[src/rtl/flash_rst_pkg.sv]
package flash_rst_pkg;

  typedef enum logic [2:0] {
    ST_IDLE,
    ST_QUAL,
    ST_ACTIVE,
    ST_HOLD,
    ST_RECOV
  } frs_state_e;

  // Round a duration up to whole clock cycles.
  function automatic int unsigned ns_to_cyc(input int unsigned ns, input int unsigned clk_ns);
    return (ns + clk_ns - 1) / clk_ns;
  endfunction

endpackage

[src/rtl/frs_sync.sv]
module frs_sync #(
  parameter int unsigned STAGES  = 2,
  parameter logic        RST_VAL = 1'b1
) (
  input  logic clk,
  input  logic rst_n,
  input  logic d_i,
  output logic q_o
);

  logic [STAGES-1:0] sh_q;
  logic [STAGES-1:0] sh_n;

  generate
    if (STAGES == 1) begin : g_one
      always_comb sh_n = d_i;
    end else begin : g_many
      always_comb sh_n = {sh_q[STAGES-2:0], d_i};
    end
  endgenerate

  always_ff @(posedge clk or negedge rst_n) begin
    if (!rst_n) sh_q <= {STAGES{RST_VAL}};
    else        sh_q <= sh_n;
  end

  assign q_o = sh_q[STAGES-1];

endmodule

[src/rtl/frs_cnt.sv]
module frs_cnt #(
  parameter int unsigned W = 8
) (
  input  logic         clk,
  input  logic         rst_n,
  input  logic         ld_i,
  input  logic [W-1:0] ld_val_i,
  input  logic         inc_i,
  output logic [W-1:0] cnt_o
);

  logic [W-1:0] cnt_q;
  logic [W-1:0] cnt_n;
  logic         cnt_en;

  assign cnt_en = ld_i | inc_i;

  always_comb begin
    cnt_n = cnt_q;
    if (ld_i)       cnt_n = ld_val_i;
    else if (inc_i) cnt_n = cnt_q + W'(1);
  end

  always_ff @(posedge clk or negedge rst_n) begin
    if (!rst_n)      cnt_q <= '0;
    else if (cnt_en) cnt_q <= cnt_n;
  end

  assign cnt_o = cnt_q;

endmodule

[src/rtl/flash_rst_seq.sv]
module flash_rst_seq
  import flash_rst_pkg::*;
#(
  parameter int unsigned CLK_NS   = 8,
  parameter int unsigned MIN_NS   = 500,
  parameter int unsigned INT_NS   = 20000,
  parameter int unsigned REC_NS   = 1500,
  parameter int unsigned SYNC_STG = 2
) (
  input  logic clk,
  input  logic rst_n,
  input  logic rst_pin_n,
  input  logic op_busy_i,
  output logic abort_o,
  output logic corrupt_o,
  output logic ready_o,
  output logic rd_en_o
);

  localparam int unsigned RAW_MIN = ns_to_cyc(MIN_NS, CLK_NS);
  localparam int unsigned RAW_INT = ns_to_cyc(INT_NS, CLK_NS);
  localparam int unsigned RAW_REC = ns_to_cyc(REC_NS, CLK_NS);
  localparam int unsigned MIN_CYC = (RAW_MIN < 2) ? 2 : RAW_MIN;
  localparam int unsigned INT_CYC = (RAW_INT <= MIN_CYC) ? MIN_CYC + 1 : RAW_INT;
  localparam int unsigned REC_CYC = (RAW_REC < 1) ? 1 : RAW_REC;
  localparam int unsigned TOP_CYC = (INT_CYC > REC_CYC) ? INT_CYC : REC_CYC;
  localparam int unsigned CW      = $clog2(TOP_CYC + 1);

  localparam logic [CW-1:0] MIN_LAST = CW'(MIN_CYC - 1);
  localparam logic [CW-1:0] INT_LAST = CW'(INT_CYC - 1);
  localparam logic [CW-1:0] REC_LAST = CW'(REC_CYC - 1);
  localparam logic [CW-1:0] ONE      = CW'(1);

  logic          pin_s;
  frs_state_e    st_q, st_n;
  logic          ld, inc;
  logic [CW-1:0] ld_val;
  logic [CW-1:0] cnt;
  logic          accept;
  logic          lock_clr;
  logic          abort_q, corrupt_q, lock_q;
  logic          lock_n;
  logic          lock_en;

  frs_sync #(.STAGES(SYNC_STG), .RST_VAL(1'b1)) u_sync (
    .clk   (clk),
    .rst_n (rst_n),
    .d_i   (rst_pin_n),
    .q_o   (pin_s)
  );

  frs_cnt #(.W(CW)) u_cnt (
    .clk      (clk),
    .rst_n    (rst_n),
    .ld_i     (ld),
    .ld_val_i (ld_val),
    .inc_i    (inc),
    .cnt_o    (cnt)
  );

  // Next-state logic
  always_comb begin
    st_n     = st_q;
    ld       = 1'b0;
    ld_val   = '0;
    inc      = 1'b0;
    accept   = 1'b0;
    lock_clr = 1'b0;
    unique case (st_q)
      ST_IDLE: begin
        if (!pin_s) begin
          st_n   = ST_QUAL;
          ld     = 1'b1;
          ld_val = ONE;
        end
      end
      ST_QUAL: begin
        if (pin_s) begin
          st_n = lock_q ? ST_RECOV : ST_IDLE;
          ld   = 1'b1;
        end else begin
          inc = 1'b1;
          if (cnt == MIN_LAST) begin
            st_n   = ST_ACTIVE;
            accept = 1'b1;
          end
        end
      end
      ST_ACTIVE: begin
        if (cnt == INT_LAST) begin
          st_n = pin_s ? ST_RECOV : ST_HOLD;
          ld   = 1'b1;
        end else begin
          inc = 1'b1;
        end
      end
      ST_HOLD: begin
        if (pin_s) begin
          st_n = ST_RECOV;
          ld   = 1'b1;
        end
      end
      ST_RECOV: begin
        if (!pin_s) begin
          st_n   = ST_QUAL;
          ld     = 1'b1;
          ld_val = ONE;
        end else if (cnt == REC_LAST) begin
          st_n     = ST_IDLE;
          lock_clr = 1'b1;
        end else begin
          inc = 1'b1;
        end
      end
      default: st_n = ST_IDLE;
    endcase
  end

  assign lock_en = accept | lock_clr;
  assign lock_n  = accept;

  // Registers
  always_ff @(posedge clk or negedge rst_n) begin
    if (!rst_n) begin
      st_q      <= ST_IDLE;
      abort_q   <= 1'b0;
      corrupt_q <= 1'b0;
      lock_q    <= 1'b0;
    end else begin
      st_q      <= st_n;
      abort_q   <= accept;
      corrupt_q <= accept & op_busy_i;
      if (lock_en) lock_q <= lock_n;
    end
  end

  assign abort_o   = abort_q;
  assign corrupt_o = corrupt_q;
  assign ready_o   = (st_q != ST_ACTIVE);
  assign rd_en_o   = ~lock_q;

  // Assertions
  assert_abort_single_R3: assert property (@(posedge clk) disable iff (!rst_n)
    abort_o |=> !abort_o);
  assert_abort_pin_low_R2: assert property (@(posedge clk) disable iff (!rst_n)
    abort_o |-> !$past(pin_s));
  assert_corrupt_with_abort_R4: assert property (@(posedge clk) disable iff (!rst_n)
    corrupt_o |-> abort_o);
  assert_busy_on_abort_R5: assert property (@(posedge clk) disable iff (!rst_n)
    abort_o |-> (!ready_o && !rd_en_o));
  assert_ready_drop_cause_R5: assert property (@(posedge clk) disable iff (!rst_n)
    $fell(ready_o) |-> abort_o);
  assert_lock_covers_busy_R6: assert property (@(posedge clk) disable iff (!rst_n)
    !ready_o |-> !rd_en_o);
  assert_read_after_ready_R6: assert property (@(posedge clk) disable iff (!rst_n)
    $rose(rd_en_o) |-> (ready_o && $past(ready_o)));

endmodule

[config.mk]
export PLATFORM = sky130hd
export DESIGN_NAME = flash_rst_seq
export DESIGN_NICKNAME = d
export VERILOG_FILES = /design/src/rtl/flash_rst_pkg.sv /design/src/rtl/frs_sync.sv /design/src/rtl/frs_cnt.sv /design/src/rtl/flash_rst_seq.sv
export SDC_FILE = /design/constraint.sdc
export NUM_CORES = 1
export LEC_CHECK = 0
export ABC_AREA = 1
export BUFFER_PORTS_ARGS = -buffer_cell sky130_fd_sc_hd__buf_2
export CORE_MARGIN = 2
export CORE_UTILIZATION = 53
export DETAILED_ROUTE_END_ITERATION = 8
export GPL_TIMING_DRIVEN = 0
export PLACE_DENSITY = 0.72
export REMOVE_ABC_BUFFERS = 1
export SLEW_MARGIN = 20
export SYNTH_ARGS = -nofsm -noshare
export SYNTH_HDL_FRONTEND = slang
export SYNTH_SLANG_ARGS = --single-unit
[constraint.sdc]
create_clock -name clk -period 1.43 [get_ports clk]
set_input_delay 0 -clock clk [delete_from_list [all_inputs] [get_ports clk]]
set_output_delay 0 -clock clk [all_outputs]
set_load 0.05 [all_outputs]
==> summary.txt <==
Outcome
  – Status: finished with violations
  – Violated checks: setup timing

Setup path
  – CP Class: register to register
  – CP required: 1.69 ns
  – Crit-path most repeated cell: nand2_2
  – Worst path cell trace: nor2_1 > nand2_1 > nor2_2 > nand2_2 > nand2_2 > nand2_4 > nor2_4 > buf_12 > nand2_2 > nand2_1
  – Slowest-stage cell, CP: dfrtp_1
  – Critical path origin: u_cnt.cnt_o[11]
  – Crit path arrival time: 1.83 ns
  – CP max stage delay: 0.45 ns
  – Worst-case reg-to-reg path depth: 10
  – Setup crit end: u_cnt.cnt_o[0]
  – Reg-to-reg slack, setup: -0.14 ns
  – Crit path max fanout: 6
  – R2R Path Start: u_cnt.cnt_o[11]
  – CP Launch Type: register
  – Critical Path Sink Type: register
  – R2r endpoint: u_cnt.cnt_o[0]

Yosys
  – Post-synth EDFFs: 0
  – Synth Area in XOR/XNOR: 0.0136
  – Post-Syn Area: 1280 µm²
  – Synth Warn #: 0
  – Flops & latches, synth: 20
  – Synthesized-area fraction occupied by adder cells: 0.0195
  – Synth Area in Compound Gates: 0.0361
  – Seq/Total Area, Yosys: 0.392
  – Post-Syn Instances: 193
  – Multiplexer share of the synthesized area: 0
  – Synth cell types: 24
  – Synth Area in Simple Gates: 0.441
  – Async S/R FF share, synth: 1.00
  – Main synth FF type: dfrtp_1
  – Post-Syn Area per Cell: 6.65 µm²
  – Main combinational cell family by area after synthesis: simple AND/OR/NAND/NOR gates
  – Cell taking the most area after synthesis: dfrtp_1
  – Synth top area share: 0.351
  – Count leader, synth: nand2_1
  – Synth top cells by count: nand2_1, inv_1, nor2_1, nand3_1, dfrtp_1
  – Synth area leaders: dfrtp_1, nand2_1, nand3_1, inv_1, nor2_1

Placement
  – Post-Place Cell Area: 1330 µm²
  – DP Wirelength: 1890 µm
  – Worst slack, placed: -0.357 ns
  – DP Cell Count: 224
  – Port bufs: 7
  – Gpl congestion: 0.822

GRT
  – Largest net degree at the start of global routing: 21
  – Global-route wire length before repair: 4800 µm
  – GRT Total Usage: 0.236
  – Total gr overflow: 0
  – Vias in the first global route: 1163
  – Initial antenna violation count: 0

Detailed routing
  – Drt first pass iters: 4
  – DRT iter0 DRCs: 48
  – Vias/cell: 5.57
  – WL/cell: 14.5 µm
  – Vias: 1421
  – Detail Route Antenna Nets: 0
  – WL final: 3700 µm
  – # DRC: 0

Cells and area
  – Diodes inserted: 0
  – Syn-to-layout area delta: 40.4%
  – Fraction of layout cells with a size suffix above 1: 0.414
  – Non-Filler Instances: 255
  – Fin util: 0.800
  – Final #Nets: 234
  – Final Instance Area: 1800 µm²

STA
  – Relative max-transition margin: 0.699
  – RSZ-0062 raised after global routing: true
  – Clock skew: 0.00523 ns
  – Hold Vio Cnt, Final: 0
  – FMAX: 635 MHz
  – # setup viols final: 15
  – Final worst-path setup slack: -0.145 ns
  – Final Slew Violations: 0
  – Final period utilization: 1.10
  – Setup TNS: -1.68 ns
  – Fin crit period: 1.57 ns
  – Slew @ Worst Pin: 0.451 ns

Power
  – Worst VDD drop: 1.13 mV
  – P_leak: 0.916 nW
  – Cell area power density: 1430 nW/µm²

Clock tree
  – CTS tree: built
  – Clock root buffer: clkbuf_4
  – CTS Sinks: 20
  – TritonCTS buffer count: 3
  – Clock transition at the registers of the reported paths: 0.12 ns
  – H-tree levels: 1
  – Skew-Pair Late Insertion Delay: 0.32 ns
  – Max Root-Sink Buffers: 2

Run
  – Maxcap violations: 0

Die
  – Die Wd: 53.2 µm
  – Die height: 53.2 µm
  – Die Footprint: 2830 µm²
  – Starting Density: 0.569
  – I/O pin cnt: 8
  – # rows: 17
  – Core ar.: 2250 µm²

Hold path
  – Hold WC Path Type: primary input to async pin
[worst min path at each step]
stage / startpoint / to / slack [ns]
after detailed placement: rst_n / u_cnt.cnt_o[8] / -0.03
after floorplan: rst_n / abort_o / -0.30
final: rst_n / u_cnt.cnt_o[6] / 0.14
after CTS: rst_n / u_cnt.cnt_o[8] / 0.16
after global placement: rst_n / u_cnt.cnt_o[8] / -0.04
after global routing: rst_n / u_cnt.cnt_o[11] / 0.20
[cell families (layout without fill, tap and decap cells)]
group | Yosys count | after routing
and+or+nand+nor | 131 | 132
buffers and inverters | 30 | 63
DFF | 20 | 20
AOI/OAI and AO/OA | 8 | 8
adders and majority gates | 2 | 2
xor gates and xnor gates | 2 | 2
[registers in the layout, summed over array words and instances, names as in the netlist]
name	flops
corrupt_o	1
abort_o	1
st_q	3
lock_q	1
u_cnt.cnt_o	12
u_sync.sh_q	2
[final cells by class]
| class | count | area [µm²] |
|---|---|---|
| clock buffers | 4 | 36.3 |
| fillers | 140 | 452 |
| inverters | 26 | 97.6 |
| multi-input cells | 144 | 850 |
| flip-flops and latches | 20 | 510 |
| well taps | 28 | 35.0 |
| repair buffers | 33 | 274 |
[stage by stage]
| stage | total power, mW | hold slack, ns |
|---|---|---|
| after detailed placement | 1.49 | -0.0284 |
| final | 2.58 | 0.144 |
| after floorplan | 1.32 | -0.296 |
| after CTS | 2.11 | 0.160 |
| after global routing | 2.70 | 0.198 |
| after global placement | 1.47 | -0.0383 |
[layout by cell type (no fill, tap or decap), types with 2 or more instances in the layout]
cell type      count
nor3_4             2
buf_2              6
dfrtp_2            6
nand2_4            5
inv_1             18
nand3_1           16
nor2_1            12
nand2_2           15
nor2_4             6
nand4_1            3
clkbuf_4           3
buf_4             21
xor2_1             2
dlygate4sd3_1      3
nand2_1           57
dfstp_2            2
nor2_2             7
o21ai_0            5
ha_4               2
dfrtp_1           12
inv_2              8
nand3_2            4
nand3b_1           2
[layer usage]
| metal | global-route usage | routed length, µm | part of all wire | vias up |
|---|---|---|---|---|
| li1 | - | - | - | 666 |
| met1 | 0.298 | 1600 | 0.43 | 678 |
| met2 | 0.399 | 1760 | 0.48 | 62 |
| met3 | 0.0424 | 244 | 0.066 | 15 |
| met4 | 0.0855 | 90 | 0.024 | 0 |
| met5 | 0 | 0 | 0 | - |
[power breakdown]
| group | switching (mW) | internal [mW] | total [mW] |
|---|---|---|---|
| Clock | 0.195 | 0.156 | 0.351 |
| Sequential | 0.0952 | 0.646 | 0.741 |
| Combinational | 0.883 | 0.606 | 1.49 |
[timing repair]
item / in CTS / in global routing
endpoints found under the hold margin: 22 / 0
pin swaps: 6 / 19
hold buffers: 3 / 0
cloned: 0 / 2
setup endpoints to repair: 15 / 18
resized for setup: 19 / 44
setup buffers: 10 / 12
[critical path, delay by kind of cell (launching register included)]
family,cells,cell delay (ns)
and+or+nand+nor,9,0.91
buffers and inverters,1,0.16
DFF,1,0.45
Note: power is estimated with default switching activity, not from simulation.
